`src/rtl/nib_bus_pkg.sv`:
```
package nib_bus_pkg;
    parameter int NB_GROUPS = 2;
    parameter int NB_ADDR_W = 4;
    parameter int NB_DATA_W = 4;
    localparam int NB_BUS_W = NB_ADDR_W + NB_DATA_W;
    localparam int NB_LOCS  = 1 << NB_ADDR_W;
    localparam int NB_TOTAL = NB_GROUPS * NB_LOCS * NB_DATA_W;

    typedef enum logic [1:0] {
        ST_IDLE  = 2'd0,
        ST_HOLD  = 2'd1,
        ST_CLASH = 2'd2
    } bus_state_t;
endpackage

```
`src/rtl/nib_bus_fsm.sv`:
```
module nib_bus_fsm
    import nib_bus_pkg::*;
#(
    parameter int GROUPS = NB_GROUPS,
    parameter int BUS_W  = NB_BUS_W,
    localparam int GRP_W = (GROUPS > 1) ? $clog2(GROUPS) : 1
) (
    input  logic              clk,
    input  logic              rst_n,
    input  logic [GROUPS-1:0] bus_en,
    input  logic [BUS_W-1:0]  bus_byte,
    input  logic              wr_dir,
    output bus_state_t        state,
    output logic [GRP_W-1:0]  act_grp,
    output logic [BUS_W-1:0]  wr_byte,
    output logic              wr_stb,
    output logic              rd_act
);
    bus_state_t        nxt;
    logic              hold_wr;
    logic [GRP_W-1:0]  pick;
    logic [GROUPS-1:0] grp_mask;
    int                en_cnt;

    always_comb begin
        pick = '0;
        for (int g = 0; g < GROUPS; g++) begin
            if (bus_en[g]) pick = GRP_W'(g);
        end
        en_cnt   = $countones(bus_en);
        grp_mask = GROUPS'(1) << act_grp;
    end

    always_comb begin
        nxt = state;
        unique case (state)
            ST_IDLE: begin
                if (en_cnt > 1)       nxt = ST_CLASH;
                else if (en_cnt == 1) nxt = ST_HOLD;
            end
            ST_HOLD: begin
                if ((bus_en & ~grp_mask) != '0) nxt = ST_CLASH;
                else if ((bus_en & grp_mask) == '0) nxt = ST_IDLE;
            end
            ST_CLASH: begin
                if (bus_en == '0) nxt = ST_IDLE;
            end
            default: nxt = ST_IDLE;
        endcase
    end

    always_ff @(posedge clk) begin
        if (!rst_n) begin
            state   <= ST_IDLE;
            act_grp <= '0;
            wr_byte <= '0;
            hold_wr <= 1'b0;
        end else begin
            state <= nxt;
            if (nxt == ST_HOLD) begin
                wr_byte <= bus_byte;
                hold_wr <= wr_dir;
                if (state == ST_IDLE) act_grp <= pick;
            end
        end
    end

    always_comb begin
        wr_stb = 1'b0;
        rd_act = 1'b0;
        unique case (state)
            ST_HOLD: begin
                wr_stb = (bus_en == '0) && hold_wr;
                rd_act = (bus_en == grp_mask) && !wr_dir;
            end
            ST_IDLE, ST_CLASH: ;
            default: ;
        endcase
    end

    assert_clash_enter_R6: assert property (@(posedge clk) disable iff (!rst_n)
        ($countones(bus_en) > 1) |=> (state == ST_CLASH));
    assert_clash_leave_R6: assert property (@(posedge clk) disable iff (!rst_n)
        ((state == ST_CLASH) && (bus_en == '0)) |=> (state == ST_IDLE));
    assert_hold_single_R2: assert property (@(posedge clk) disable iff (!rst_n)
        (state == ST_HOLD) |-> ($past(bus_en) != '0) && ($countones($past(bus_en)) == 1));
endmodule

```
`src/rtl/nib_latch_bank.sv`:
```
module nib_latch_bank
    import nib_bus_pkg::*;
#(
    parameter int GROUPS = NB_GROUPS,
    parameter int ADDR_W = NB_ADDR_W,
    parameter int DATA_W = NB_DATA_W,
    localparam int GRP_W = (GROUPS > 1) ? $clog2(GROUPS) : 1,
    localparam int LOCS  = 1 << ADDR_W,
    localparam int TOTAL = GROUPS * LOCS * DATA_W
) (
    input  logic              clk,
    input  logic              rst_n,
    input  logic              wr_stb,
    input  logic [GRP_W-1:0]  wr_grp,
    input  logic [ADDR_W-1:0] wr_addr,
    input  logic [DATA_W-1:0] wr_data,
    output logic [TOTAL-1:0]  latch_flat
);
    for (genvar g = 0; g < GROUPS; g++) begin : g_grp
        logic grp_hit;
        assign grp_hit = wr_stb && (wr_grp == GRP_W'(g));
        for (genvar a = 0; a < LOCS; a++) begin : g_loc
            logic [DATA_W-1:0] cell_q;
            always_ff @(posedge clk) begin
                if (!rst_n)                                cell_q <= '0;
                else if (grp_hit && wr_addr == ADDR_W'(a)) cell_q <= wr_data;
            end
            assign latch_flat[(g*LOCS+a)*DATA_W +: DATA_W] = cell_q;
        end
    end

    assert_quiet_bank_R5: assert property (@(posedge clk) disable iff (!rst_n)
        !wr_stb |=> $stable(latch_flat));
endmodule

```
`src/rtl/nib_rd_mux.sv`:
```
module nib_rd_mux
    import nib_bus_pkg::*;
#(
    parameter int GROUPS = NB_GROUPS,
    parameter int ADDR_W = NB_ADDR_W,
    parameter int DATA_W = NB_DATA_W,
    localparam int GRP_W = (GROUPS > 1) ? $clog2(GROUPS) : 1,
    localparam int TOTAL = GROUPS * (1 << ADDR_W) * DATA_W
) (
    input  logic              rd_act,
    input  logic [GRP_W-1:0]  rd_grp,
    input  logic [ADDR_W-1:0] rd_addr,
    input  logic [TOTAL-1:0]  rd_bufs,
    output logic [DATA_W-1:0] rd_nib
);
    logic [GRP_W+ADDR_W-1:0] slot;
    assign slot   = {rd_grp, rd_addr};
    assign rd_nib = rd_act ? rd_bufs[int'(slot)*DATA_W +: DATA_W] : '0;
endmodule

```
`src/rtl/nib_ctl_bus.sv`:
```
module nib_ctl_bus
    import nib_bus_pkg::*;
#(
    parameter int GROUPS = NB_GROUPS,
    parameter int ADDR_W = NB_ADDR_W,
    parameter int DATA_W = NB_DATA_W,
    localparam int BUS_W = ADDR_W + DATA_W,
    localparam int GRP_W = (GROUPS > 1) ? $clog2(GROUPS) : 1,
    localparam int TOTAL = GROUPS * (1 << ADDR_W) * DATA_W
) (
    input  logic              clk,
    input  logic              rst_n,
    input  logic [BUS_W-1:0]  bus_byte,
    input  logic [GROUPS-1:0] bus_en,
    input  logic              wr_dir,
    input  logic [TOTAL-1:0]  rd_bufs,
    output logic [TOTAL-1:0]  ctl_latches,
    output logic [DATA_W-1:0] rd_nib,
    output logic              clash_err
);
    bus_state_t       state;
    logic [GRP_W-1:0] act_grp;
    logic [BUS_W-1:0] wr_byte;
    logic             wr_stb;
    logic             rd_act;

    nib_bus_fsm #(.GROUPS(GROUPS), .BUS_W(BUS_W)) fsm_i (
        .clk(clk), .rst_n(rst_n), .bus_en(bus_en), .bus_byte(bus_byte),
        .wr_dir(wr_dir), .state(state), .act_grp(act_grp),
        .wr_byte(wr_byte), .wr_stb(wr_stb), .rd_act(rd_act)
    );

    nib_latch_bank #(.GROUPS(GROUPS), .ADDR_W(ADDR_W), .DATA_W(DATA_W)) bank_i (
        .clk(clk), .rst_n(rst_n), .wr_stb(wr_stb), .wr_grp(act_grp),
        .wr_addr(wr_byte[BUS_W-1:DATA_W]), .wr_data(wr_byte[DATA_W-1:0]),
        .latch_flat(ctl_latches)
    );

    nib_rd_mux #(.GROUPS(GROUPS), .ADDR_W(ADDR_W), .DATA_W(DATA_W)) mux_i (
        .rd_act(rd_act), .rd_grp(act_grp), .rd_addr(bus_byte[BUS_W-1:DATA_W]),
        .rd_bufs(rd_bufs), .rd_nib(rd_nib)
    );

    assign clash_err = (state == ST_CLASH);

    assert_write_on_release_R2: assert property (@(posedge clk) disable iff (!rst_n)
        (ctl_latches != $past(ctl_latches)) |-> ($past(bus_en) == '0));
    assert_clash_no_write_R6: assert property (@(posedge clk) disable iff (!rst_n)
        clash_err |=> $stable(ctl_latches));
    assert_read_quiet_R4: assert property (@(posedge clk) disable iff (!rst_n)
        (bus_en == '0) |-> (rd_nib == '0));
    assert_write_blocks_read_R4: assert property (@(posedge clk) disable iff (!rst_n)
        wr_dir |-> (rd_nib == '0));
endmodule

```
`config.mk`:
```
export PLATFORM = sky130hd
export DESIGN_NAME = nib_ctl_bus
export DESIGN_NICKNAME = d
export VERILOG_FILES = /design/src/rtl/nib_bus_pkg.sv /design/src/rtl/nib_bus_fsm.sv /design/src/rtl/nib_latch_bank.sv /design/src/rtl/nib_rd_mux.sv /design/src/rtl/nib_ctl_bus.sv
export SDC_FILE = /design/constraint.sdc
export NUM_CORES = 1
export LEC_CHECK = 0
export ABC_AREA = 1
export CELL_PAD_IN_SITES_DETAIL_PLACEMENT = 2
export CELL_PAD_IN_SITES_GLOBAL_PLACEMENT = 2
export CORE_UTILIZATION = 21
export CTS_BUF_LIST = sky130_fd_sc_hd__clkbuf_2 sky130_fd_sc_hd__clkbuf_4 sky130_fd_sc_hd__clkbuf_8
export DETAILED_ROUTE_END_ITERATION = 10
export MAX_ROUTING_LAYER = met4
export PLACE_DENSITY_LB_ADDON = 0.12
export SETUP_SLACK_MARGIN = 0.3
export SLEW_MARGIN = 10
export SYNTH_ARGS = -nofsm -noshare
export SYNTH_HDL_FRONTEND = slang
export SYNTH_SLANG_ARGS = --single-unit
```
`constraint.sdc`:
```
create_clock -name clk -period 1.6 [get_ports clk]
set_input_delay 0.32 -clock clk [delete_from_list [all_inputs] [get_ports clk]]
set_output_delay 0.32 -clock clk [all_outputs]
set_load 0.1 [all_outputs]
```
==> out/qor.txt <==
Antenna violations before repair: 4
DR vias: 8,210
Largest net degree at the start of global routing: 109
Failing checks: negative setup slack
Routed wire per std cell: 18.0 µm
Maximum clock rate: 0.481 GHz
Status: finished, violations left
Setup ws final: -0.477 ns
Share of total power in sequential cells: 0.401
Bufs on Longest Clock Path: 2
Max Cap Violations: 0
Hold_sp: rst_n
CTS root buffer: clkbuf_8
Total track usage: 0.203
Via-to-Cell Ratio: 4.41
Flip-flop and latch count after synthesis: 140
YS warnings: 0
Share of post-route cells with drive strength above 1: 0.463
Clk slew on worst S/H paths: 0.08 ns
Post-Layout Cell Count: 1,863
Hold Slack: 0.129 ns
Max-slew headroom: 0.614
Final period util: 1.30
Dpl hpwl: 24,000 µm
Synthesized area per cell: 6.53 µm²
Placed insts: 1,784
Worst Setup SP: fsm_i.state[1]$_SDFF_PN0_
Initial DRC Count: 274
Vias in the first global route: 8,864
Core area: 32,500 µm²
Leakage power: 6.17 nW
Fill count: 3,549
Worst EP required: 1.28 ns
Crit Path Class: reg -> out
Port buffer count: 273
Die Wd: 184 µm
Clock power share: 0.395
Clock skew: 0.0131 ns
Final core area utilization: 0.435
R2R Path Start: fsm_i.state[1]$_SDFF_PN0_
Die height: 184 µm
Boundary Pins: 274
Detail Route Antenna Nets: 0
Pre-CTS setup slack: -0.721 ns
Distinct cells, synth: 24
Starting Density: 0.214
Synth area leaders: dfxtp_1 (40%), nor2_1 (17%), o21ai_0 (11%)
Combinational share of power: 0.204
CTS Buf Count: 17
Cell count after synthesis: 1,064
Area growth syn-to-layout: 104%
Final Max Tran Viols: 0
# setup viols final: 143
Crit Path Max Fanout: 4
Mapped Area: 6950 µm²
GP Congestion: 0.792
Pint: 6.20 mW
Aggregate global routing overflow: 0
Pwr/cell area: 621 nW/µm²
Dominant cell type by area after synthesis: dfxtp_1
TritonCTS clock tree: yes
CP endpoint kind: output port
Die Area: 33,800 µm²
Mapped Nets: 1,207
Reg area: 3070 µm²
Worst-Skew Late Latency: 0.47 ns
Final wirelength: 33,600 µm
First-pass GRT wire length: 50,800 µm
Peak supply drop: 492 µV
Final hold violation count: 0
CTS Sinks: 140
Net count, final: 1,549
Max H-tree Level: 4
Worst Path Arrival: 1.76 ns
RSZ-0062 raised after global routing: true
Min-Delay Path Class: in -> reg
P_sw: 2.59 mW
Worst-Margin Slew: 0.580 ns
Power, Total: 8.79 mW
Rows: 66
DRC: 0
Fin crit period: 2.08 ns
Crit start category: register
Sequential share of the synthesized area: 0.403
TritonRoute pass-1 iters: 4
Area occupied by multi-input gates: 4340 µm²
Area share of the leading cell type in the synthesized netlist: 0.403
Switching Fraction: 0.295
critical path, cell delays in order (launching register included):
cell	delay [ns]
dfxtp_2	0.33
inv_2	0.07
nand2_4	0.06
a21oi_2	0.11
nand2_2	0.07
nor2_1	0.12
buf_4	0.19
nand2_4	0.07
nor2_4	0.10
buf_12	0.18
state kept, by name, summed over array words and instances (netlist names):
register                   count
bank_i.g_grp.g_loc.cell_q    128
fsm_i.wr_byte                  8
fsm_i.state                    2
fsm_i.act_grp                  1
fsm_i.hold_wr                  1
power groups by stage:
stage / clock [mW] / sequential [mW] / combinational, mW
2_1_floorplan: 0 / 3.64 / 0.719
3_3_place_gp: 0 / 3.66 / 1.54
3_5_place_dp: 0 / 3.66 / 1.55
4_1_cts: 3.59 / 3.57 / 1.65
5_1_grt: 3.71 / 3.53 / 1.95
6_report: 3.47 / 3.52 / 1.80
cells in the mapped netlist (all sizes together):
master	number
inv	93
dfxtp	140
nor3	1
o21ai	150
clkbuf	15
ha	2
a21oi	17
nand3	72
nand2	188
a2bb2oi	1
nor2	333
clkinv	4
o211ai	4
buf	44
cells in the final DEF, fill, tap and decap left out, drive strengths merged:
cell	n
a21oi	17
a2bb2oi	1
buf	244
bufinv	5
clkbuf	21
clkdlybuf4s50	134
clkinv	7
clkinvlp	2
dfxtp	140
diode	3
dlygate4sd2	4
ha	2
inv	93
nand2	188
nand3	72
nor2	333
nor3	1
o211ai	4
o21ai	150
kinds of logic (layout without fill, tap and decap cells):
logic type                 after synthesis  count (layout)  share of synthesized area
AOI/OAI and AO/OA                      172             172                      0.126
and+or+nand+nor                        594             594                      0.372
DFF                                    140             140                      0.403
other                                    0               3                          0
adders and majority gates                2               2                    0.00360
buffers and inverters                  156             510                     0.0951
repair_timing:
item	in CTS	in global routing
pin swaps	32	105
hold buffers	0	0
cloned	0	0
setup endpoints to repair	272	272
gates resized for setup	273	273
buffers inserted	19	26
metal layers:
| metal | up-vias | routed length (µm) | part of all wire | global-route usage |
|---|---|---|---|---|
| met2 | 169 | 16900 | 0.50 | 0.347 |
| met4 | 0 | 284 | 0.0085 | 0.0420 |
| met5 | - | 0 | 0 | - |
| met1 | 3995 | 14300 | 0.43 | 0.233 |
| met3 | 22 | 2100 | 0.063 | 0.0602 |
| li1 | 4024 | - | - | - |
through the flow:
stage | setup TNS (ns) | cell area (µm²)
6_report | -33.92 | 14100
5_1_grt | -47.56 | 14100
3_3_place_gp | -74.47 | 12100
3_5_place_dp | -81.43 | 12100
4_1_cts | -12.78 | 13200
2_1_floorplan | -1.09 | 7140
path summary, 6_finish.rpt:
check	endpoint	slack [ns]	depth (start not counted)
max reg2reg	fsm_i.wr_byte[0]$_SDFFE_PN0N_	-0.37	16
max	rd_nib[3]	-0.48	9
min reg2reg	bank_i.g_grp[0].g_loc[15].cell_q[3]$_SDFFE_PN0P_	0.51	2
min	fsm_i.wr_byte[1]$_SDFFE_PN0N_	0.13	3
cell type report:
class,instances,area share
clock inverters,10,0.0133
diodes,3,0.000531
inverters,97,0.0346
well taps,442,0.0391
flip-flops and latches,140,0.217
repair buffers,382,0.369
clock buffers,21,0.0195
multi-input cells,768,0.307
Note: power is estimated with default switching activity, not from simulation.
